--- config.mk ---
export PLATFORM = sky130hd
export DESIGN_NAME = kwdt_top
export DESIGN_NICKNAME = d
export VERILOG_FILES = /design/src/rtl/kwdt_pkg.sv /design/src/rtl/kwdt_prescaler.sv /design/src/rtl/kwdt_pulse.sv /design/src/rtl/kwdt_top.sv
export SDC_FILE = /design/constraint.sdc
export NUM_CORES = 1
export LEC_CHECK = 0
export ABC_AREA = 0
export ABC_CLOCK_PERIOD_IN_PS = 2200
export BUFFER_PORTS_ARGS = -buffer_cell sky130_fd_sc_hd__clkbuf_2
export CORE_UTILIZATION = 30
export DETAILED_ROUTE_END_ITERATION = 6
export GPL_TIMING_DRIVEN = 1
export MAX_ROUTING_LAYER = met4
export PLACE_DENSITY = 0.47
export REMOVE_ABC_BUFFERS = 1
export SYNTH_ARGS = -nofsm -noshare
export SYNTH_HDL_FRONTEND = slang
export SYNTH_SLANG_ARGS = --single-unit
--- constraint.sdc ---
create_clock -name clk -period 2.2 [get_ports clk]
set_clock_uncertainty 0.1 [all_clocks]
set_input_delay 0.44 -clock clk [delete_from_list [all_inputs] [get_ports clk]]
set_output_delay 0.44 -clock clk [all_outputs]
set_load 0.03 [all_outputs]
--- src/rtl/kwdt_pkg.sv ---
package kwdt_pkg;
    localparam int CNT_W = 8;
    localparam int BUS_W = 16;

    localparam logic [7:0] KEY_FLAG  = 8'hA5;
    localparam logic [7:0] KEY_RESET = 8'h5A;

    typedef enum logic [1:0] {
        REG_CTRL   = 2'd0,
        REG_COUNT  = 2'd1,
        REG_RSTCTL = 2'd2,
        REG_NONE   = 2'd3
    } kwdt_reg_e;

    typedef struct packed {
        logic [2:0]       clk_sel;
        logic             run;
        logic             mode;      // 1 = watchdog, 0 = interval
        logic             ivl_flag;
        logic             wd_flag;
        logic             rst_en;
        logic             rst_sel;
        logic [CNT_W-1:0] cnt;
    } kwdt_state_t;
endpackage

--- src/rtl/kwdt_prescaler.sv ---
module kwdt_prescaler #(
    parameter int BASE_SHIFT = 10
) (
    input  logic       clk,
    input  logic       rst_n,
    input  logic       run,
    input  logic       restart,
    input  logic [2:0] sel,
    output logic       tick
);
    localparam int PRE_W = BASE_SHIFT + 2;
    localparam logic [PRE_W-1:0] MASK_SLOW = '1;
    localparam logic [PRE_W-1:0] MASK_MID  = MASK_SLOW >> 1;
    localparam logic [PRE_W-1:0] MASK_FAST = MASK_SLOW >> 2;

    logic [PRE_W-1:0] pre_d, pre_q, mask;

    always_comb begin
        case (sel)
            3'd6:    mask = MASK_MID;
            3'd7:    mask = MASK_SLOW;
            default: mask = MASK_FAST;   // codes 0..5 use the fastest rate
        endcase
        tick = run && ((pre_q & mask) == mask);
        if (restart)  pre_d = '0;
        else if (run) pre_d = pre_q + 1'b1;
        else          pre_d = pre_q;
    end

    always_ff @(posedge clk) begin
        if (!rst_n) pre_q <= '0;
        else        pre_q <= pre_d;
    end
endmodule

--- src/rtl/kwdt_pulse.sv ---
module kwdt_pulse #(
    parameter int PULSE_LEN = 128
) (
    input  logic clk,
    input  logic rst_n,
    input  logic fire,
    input  logic kind_in,
    output logic active,
    output logic kind
);
    localparam int PW = $clog2(PULSE_LEN + 1);
    localparam logic [PW-1:0] LEN = PW'(PULSE_LEN);

    logic [PW-1:0] cnt_d, cnt_q;
    logic          kind_d, kind_q;

    always_comb begin
        cnt_d  = cnt_q;
        kind_d = kind_q;
        if (cnt_q != '0) begin
            cnt_d = cnt_q - 1'b1;
            if (cnt_q == PW'(1)) kind_d = 1'b0;
        end else if (fire) begin
            cnt_d  = LEN;
            kind_d = kind_in;
        end
        active = (cnt_q != '0);
        kind   = kind_q;
    end

    always_ff @(posedge clk) begin
        if (!rst_n) begin
            cnt_q  <= '0;
            kind_q <= 1'b0;
        end else begin
            cnt_q  <= cnt_d;
            kind_q <= kind_d;
        end
    end
endmodule

--- src/rtl/kwdt_top.sv ---
module kwdt_top
    import kwdt_pkg::*;
#(
    parameter int BASE_SHIFT = 10,
    parameter int PULSE_LEN  = 128
) (
    input  logic             clk,
    input  logic             rst_n,
    input  logic             bus_wr,
    input  logic [1:0]       bus_addr,
    input  logic [BUS_W-1:0] bus_wdata,
    output logic [7:0]       bus_rdata,
    output logic             irq_o,
    output logic             rst_pulse_o,
    output logic             rst_kind_o
);
    kwdt_state_t s_d, s_q;
    kwdt_reg_e   reg_sel;
    logic        tick, restart, ovf, fire;
    logic [7:0]  key;

    assign reg_sel = kwdt_reg_e'(bus_addr);
    assign key     = bus_wdata[15:8];

    kwdt_prescaler #(.BASE_SHIFT(BASE_SHIFT)) u_pre (
        .clk     (clk),
        .rst_n   (rst_n),
        .run     (s_q.run),
        .restart (restart),
        .sel     (s_q.clk_sel),
        .tick    (tick)
    );

    kwdt_pulse #(.PULSE_LEN(PULSE_LEN)) u_pulse (
        .clk     (clk),
        .rst_n   (rst_n),
        .fire    (fire),
        .kind_in (s_q.rst_sel),
        .active  (rst_pulse_o),
        .kind    (rst_kind_o)
    );

    always_comb begin
        s_d     = s_q;
        restart = 1'b0;
        ovf     = tick && (s_q.cnt == '1);
        if (tick) s_d.cnt = s_q.cnt + 1'b1;

        if (bus_wr) begin
            case (reg_sel)
                REG_CTRL: begin
                    s_d.clk_sel  = bus_wdata[2:0];
                    s_d.run      = bus_wdata[3];
                    s_d.mode     = bus_wdata[4];
                    s_d.ivl_flag = s_q.ivl_flag & bus_wdata[7];
                end
                REG_COUNT: begin
                    s_d.cnt = bus_wdata[CNT_W-1:0];
                    restart = 1'b1;
                end
                REG_RSTCTL: begin
                    if (key == KEY_FLAG) begin
                        if (!bus_wdata[7]) s_d.wd_flag = 1'b0;
                    end else if (key == KEY_RESET) begin
                        s_d.rst_en  = bus_wdata[6];
                        s_d.rst_sel = bus_wdata[5];
                    end
                end
                default: ;
            endcase
        end

        // a wrap outranks a clearing write in the same cycle
        if (ovf) begin
            if (s_q.mode) s_d.wd_flag  = 1'b1;
            else          s_d.ivl_flag = 1'b1;
        end
        fire = ovf && s_q.mode && s_q.rst_en;
    end

    always_ff @(posedge clk) begin
        if (!rst_n) s_q <= '0;
        else        s_q <= s_d;
    end

    always_comb begin
        case (reg_sel)
            REG_CTRL:   bus_rdata = {s_q.ivl_flag, 2'b00, s_q.mode, s_q.run, s_q.clk_sel};
            REG_COUNT:  bus_rdata = s_q.cnt;
            REG_RSTCTL: bus_rdata = {s_q.wd_flag, s_q.rst_en, s_q.rst_sel, 5'b0};
            default:    bus_rdata = 8'h00;
        endcase
    end

    assign irq_o = s_q.ivl_flag;
endmodule

==> results of run 1 <==
-- power groups by stage --
stage | clock network [mW] | registers [mW] | logic (mW)
floorplan | 0 | 0.816 | 0.380
global placement | 0 | 0.832 | 0.543
detailed placement | 0 | 0.832 | 0.541
CTS | 0.620 | 0.817 | 0.542
global route | 0.646 | 0.828 | 0.620
finish | 0.600 | 0.816 | 0.542
-- worst min-delay path by stage --
stage                     start          endpoint  slack [ns]
6_report           bus_wdata[5]            s_q[8]        0.30
4_1_cts            bus_wdata[5]            s_q[8]        0.29
3_5_place_dp   u_pulse.cnt_q[6]  u_pulse.cnt_q[6]        0.38
3_3_place_gp   u_pulse.cnt_q[6]  u_pulse.cnt_q[6]        0.37
2_1_floorplan           s_q[10]           s_q[10]        0.35
5_1_grt            bus_wdata[6]            s_q[9]        0.31
-- cells by family after synthesis --
| kind of cell | after synthesis |
|---|---|
| AOI/OAI and AO/OA | 46 |
| xor gates and xnor gates | 12 |
| adders and majority gates | 4 |
| buffers and inverters | 18 |
| DFF | 38 |
| muxes | 15 |
| and+or+nand+nor | 108 |
-- metal layers --
layer / global-route usage (%) / routed length [um] / up-vias
met3: 3.502 / 228 / 10
met4: 5.085 / 79 / 0
li1: - / - / 962
met2: 23.97 / 2233 / 39
met5: - / 0 / -
met1: 20.61 / 2570 / 850
-- flip-flops by register name, summed over array words and instances, names as in the netlist --
name	count
irq_o	1
s_q	16
u_pre.pre_q	12
u_pulse.cnt_q	8
u_pulse.kind	1
-- cell usage after synthesis, drive strengths merged (4+ instances only) --
library cell	instances
dfxtp	38
nor2	28
nand2	18
mux2i	15
o21ai	14
a21oi	10
nand4	9
xor2	8
buf	7
nand3	7
or4	7
inv	6
a31oi	5
nand2b	5
nand3b	5
and4	4
clkbuf	4
ha	4
nor4	4
o31ai	4
or3	4
xnor2	4
-- through the flow --
step                instance area [um^2]  hold WS, ns
finish                              2465       0.2983
detailed placement                  2354       0.3789
floorplan                           2012       0.3498
global placement                    2354       0.3675
global route                        2465       0.3063
CTS                                 2464       0.2910
-- layout make-up --
class | instances | area (um^2)
tap | 77 | 96.34
clock inverter | 2 | 37.54
sequential | 38 | 760.7
fill | 680 | 4030
clock buffer | 6 | 72.57
timing repair buffer | 43 | 245.2
multi-input combinational | 185 | 1226
inverter | 7 | 26.28
-- what timing repair did --
action / in CTS / in global routing
resized for setup: 0 / 1
endpoints found under the setup margin: 0 / 1
hold buffers: 0 / 0
buffers inserted: 0 / 0
-- critical path: stages (launching register included) --
cell,delay (ns)
dfxtp_1,0.38
nor4_4,0.30
and3_2,0.28
inv_1,0.10
clkbuf_2,0.19
==> flow_summary_export.csv, run 1 <==
group,metric,value,unit
worst_hold_path,hold_path.class,"in -> reg",
place,dp_hpwl,3.774,mm
floorplanning,die-width,85.01,um
worst_hold_path,hold_depth,3,
sta,setup_ws,0.1189,ns
critical_path,r2r-start,"u_pre.pre_q[2]",
synthesis,synth.cell_area,2067,um^2
critical_path,crit_type,"reg -> out",
synthesis,synth_xor_area_share,5.085,%
synthesis,async_reset_ff_share,0,%
final_layout,drive_gt1_share,19.93,%
critical_path,reg2reg_depth,4,
power_and_ir_drop,switching_share,32.09,%
synthesis,yosysTopAreaCell,"dfxtp_1",
grt,antenna_found_initial,0,
synthesis,ys_types,46,
power_and_ir_drop,p_sw,627.8,uW
power_and_ir_drop,intPower,1.329,mW
detailed_routing,ant_nets,0,
synthesis,yosys.area_share.simple,30.39,%
critical_path,worstPathRequired,1.66,ns
detailed_routing,drt-pass1-iter-count,4,
grt,grt_pass1_wl,8.756,mm
final_layout,final_common_cell,"dfxtp_1",
final_layout,diodes,0,
sta,hold_viol_final,0,
floorplanning,io_pins,32,
synthesis,synth_seq_cells,38,
synthesis,synthFlopType,"dfxtp_1",
critical_path,endpoint_kind,"output port",
power_and_ir_drop,max-vdd-ir-drop,0.3065,mV
clocking,cts_buffers,5,
critical_path,startpoint,"u_pulse.cnt_q[2]",
detailed_routing,routed_via_density,5.198,
power_and_ir_drop,clockPowerShare,30.6,%
sta,setup_viol,0,
sta,tns,0,ns
final_layout,finalNonFillerCells,358,
place,io_buffers,31,
clocking,cts_max_path_buffers,2,
critical_path,worst_r2r_endpoint,"irq_o",
clocking,clock_latency,0.29,ns
synthesis,synth_top_area_share,36.80,%
clocking,h-tree-depth,2,
final_layout,final_util,37.95,%
synthesis,synth-compound-area-share,14.10,%
critical_path,crit_path_start_kind,"flop",
sta,tightest_slew,0.4349,ns
detailed_routing,drtIter0Drc,118,
grt,grt_start_max_net_pins,23,
sta,clock.fmax,0.4805,GHz
place,place_congestion,0.7218,
critical_path,arrival,1.54,ns
power_and_ir_drop,power_frac_seq,41.7,%
floorplanning,fp.dieH,85.01,um
synthesis,synth.area.mux_share,7.264,%
sta,fin_crit,2.081,ns
final_layout,areaGrowthSynthToFinish,19.25,%
grt,grt_pass1_vias,1790,
clocking,cts.sinks,38,
detailed_routing,wl,5.111,mm
flow_run,drv_cap,0,
clocking,clk_pin_slew,0.08,ns
grt,grt_use_total,15.71,%
critical_path,r2r_slack,0.37,ns
power_and_ir_drop,power.density,793.8,nW/um^2
grt,grt_overflow_total,0,
floorplanning,rows,29,
synthesis,synth.area.top_cells,"dfxtp_1 (37%), mux2i_1 (7.3%), nor2_1 (5.1%)",
clocking,cts_tree,"done",
sta,maxSlewViolCount,0,
detailed_routing,wl_per_cell,14.28,um
synthesis,synth_top_family_by_area,"simple AND/OR/NAND/NOR gates",
final_layout,final_cell_mix,"dfxtp_1 (38), clkbuf_2 (31), nor2_1 (28), nand2_1 (18), mux2i_1 (15)",
floorplanning,core,6495,um^2
power_and_ir_drop,total_power,1.957,mW
power_and_ir_drop,leakagePower,0.9391,nW
detailed_routing,drc,0,
power_and_ir_drop,combPwrFrac,27.7,%
synthesis,synth_warnings,0,
sta,finalCritPeriodShare,94.60,%
synthesis,ys_seq_area_share,36.80,%
sta,relSlewSlack,70.94,%
clocking,cts-root-buf,"clkbuf_8",
critical_path,crit_path_end,"rst_pulse_o",
place,place_inst,350,
floorplanning,initial_core_util,31.82,%
synthesis,syn_inst,241,
critical_path,worstPathMaxFanout,6,
synthesis,synth_edf_count,0,
floorplanning,die-area,7226,um^2
outcome,status,"finished, final reports clean",
synthesis,avgSynthCellArea,8.577,um^2
final_layout,fin_nets,305,
detailed_routing,vias,1861,
sta,grt_setup_unrepaired,"no",
synthesis,synthAdderAreaFrac,2.421,%
place,post-place-ws,0.2573,ns
Power figures use the tool's default switching activity.
==> inputs of run 2 (changes only) <==
==> constraint.sdc (replaced) <==
create_clock -name clk -period 2.2 [get_ports clk]
set_clock_uncertainty 0.1 [all_clocks]
set_input_delay 0 -clock clk [delete_from_list [all_inputs] [get_ports clk]]
set_output_delay 0 -clock clk [all_outputs]
set_load 0.03 [all_outputs]
==> flow_summary_export.csv, run 2 (synthesized netlist as in run 1, its figures left out) <==
group,metric,value,unit
clocking,cts_buffers,5,
critical_path,worstPathRequired,2.33,ns
detailed_routing,ant_nets,0,
sta,maxSlewViolCount,0,
sta,fin_crit,1.840,ns
floorplanning,die-width,85.01,um
final_layout,final_common_cell,"dfxtp_1",
floorplanning,die-area,7226,um^2
critical_path,worstPathMaxFanout,19,
critical_path,crit_type,"reg -> reg",
detailed_routing,drtIter0Drc,96,
floorplanning,io_pins,32,
clocking,cts_tree,"done",
floorplanning,fp.dieH,85.01,um
final_layout,reg_top3,"s_q (16), u_pre.pre_q (12), u_pulse.cnt_q (8)",
sta,setup_viol,0,
final_layout,fin_nets,306,
grt,grt_pass1_vias,1764,
detailed_routing,routed_via_density,5.237,
final_layout,fillerInstances,656,
worst_hold_path,hold_path.class,"in -> reg",
clocking,clock_latency,0.29,ns
worst_hold_path,worstHoldStart,"bus_wdata[10]",
detailed_routing,vias,1880,
floorplanning,rows,29,
grt,grt.met1_usage,19.67,%
clocking,cts-root-buf,"clkbuf_8",
sta,grt_setup_unrepaired,"no",
grt,grt-busiest-layer,"met2",
grt,grt_use_total,15.13,%
sta,tightest_slew,0.6609,ns
outcome,status,"finished, final reports clean",
clocking,post_cts_resized,0,
final_layout,areaGrowthSynthToFinish,20.46,%
worst_hold_path,hold_depth,4,
sta,clock.fmax,0.5435,GHz
clocking,cts_max_path_buffers,2,
sta,finalCritPeriodShare,83.64,%
sta,relSlewSlack,55.75,%
floorplanning,initial_core_util,31.82,%
critical_path,crit_path_start_kind,"flop",
clocking,cts.sinks,38,
floorplanning,core,6495,um^2
detailed_routing,wl,4.994,mm
place,io_buffers,31,
place,dp_hpwl,3.614,mm
detailed_routing,drc,0,
grt,grt_start_max_net_pins,23,
place,place_congestion,0.7337,
power_and_ir_drop,power.density,769.2,nW/um^2
critical_path,reg2reg_depth,4,
flow_run,drv_cap,0,
place,place_inst,343,
critical_path,endpoint_kind,"flop",
detailed_routing,drt-pass1-iter-count,4,
final_layout,finalNonFillerCells,359,
grt,grt_pass1_wl,8.487,mm
sta,hold_viol_final,0,
critical_path,worst_r2r_endpoint,"s_q[10]",
final_layout,diodes,0,
power_and_ir_drop,max-vdd-ir-drop,0.3158,mV
detailed_routing,wl_per_cell,13.91,um
power_and_ir_drop,leakagePower,0.9444,nW
clocking,h-tree-depth,2,
final_layout,largest_register,"s_q",
critical_path,r2r-start,"u_pre.pre_q[0]",
clocking,cts_setup_buffers,0,
final_layout,largest_reg_flops,16,
clocking,clk_pin_slew,0.08,ns
final_layout,drive_gt1_share,17.38,%
final_layout,final_cell_mix,"dfxtp_1 (38), clkbuf_2 (31), nor2_1 (28), nand2_1 (18), mux2i_1 (15)",
critical_path,r2r_slack,0.36,ns
grt,grt_overflow_total,0,
grt,grtUsageMet2,23.39,%
sta,hold_ws,0.02551,ns
sta,tns,0,ns
critical_path,arrival,1.97,ns
grt,antenna_found_initial,0,
worst_hold_path,hold_path_end,"s_q[10]",
grt,grt.met3_usage,3.405,%
clocking,cts_hold_buffers,8,
-- run 2: area by class of cell --
type / count / area, um^2 / area share, %
multi-input cells: 185 / 1225 / 49.20
repair buffers: 44 / 272.8 / 10.95
clock buffers: 5 / 68.82 / 2.764
inverters: 7 / 26.28 / 1.055
well taps: 77 / 96.34 / 3.869
flip-flops and latches: 38 / 760.7 / 30.55
clock inverters: 3 / 40.04 / 1.608
-- run 2: power by group --
group	internal [mW]	leakage (nW)	switching [mW]	total [mW]
clock network	0.334	0.0579	0.251	0.585
registers	0.747	0.309	0.0674	0.814
logic	0.223	0.577	0.294	0.516
total	1.30	0.944	0.612	1.92
-- run 2: how the worst max path moves through the flow --
stage | from | end | slack (ns)
after detailed placement | u_pre.pre_q[0] | irq_o | 0.37
after global placement | u_pre.pre_q[6] | irq_o | 0.40
after global routing | u_pre.pre_q[0] | irq_o | 0.19
final | u_pre.pre_q[0] | s_q[10] | 0.36
after CTS | u_pulse.cnt_q[0] | rst_pulse_o | 0.34
after floorplan | s_q[13] | irq_o | 0.44
-- run 2: layer usage --
metal,share of wire (%),wire (um)
met3,3.2,162
met5,0,0
met4,0.96,48
met2,45,2252
met1,51,2530
-- run 2: stage by stage --
stage,area [um^2],power (mW),utilization [%],worst slack [ns]
after floorplan,2012,1.197,-,0.4355
after global placement,2301,1.338,35.43,0.4031
after detailed placement,2301,1.335,35.43,0.3708
after CTS,2490,1.943,38.34,0.3404
after global routing,2490,2.039,38.34,0.1914
final,2490,1.915,38.34,0.3600
-- run 2: critical path: stages, from the launching register on --
cell and delay [ns]:
dfxtp_1 0.37, ha_1 0.31, nand4_4 0.28, or4_1 0.58, a21oi_1 0.15
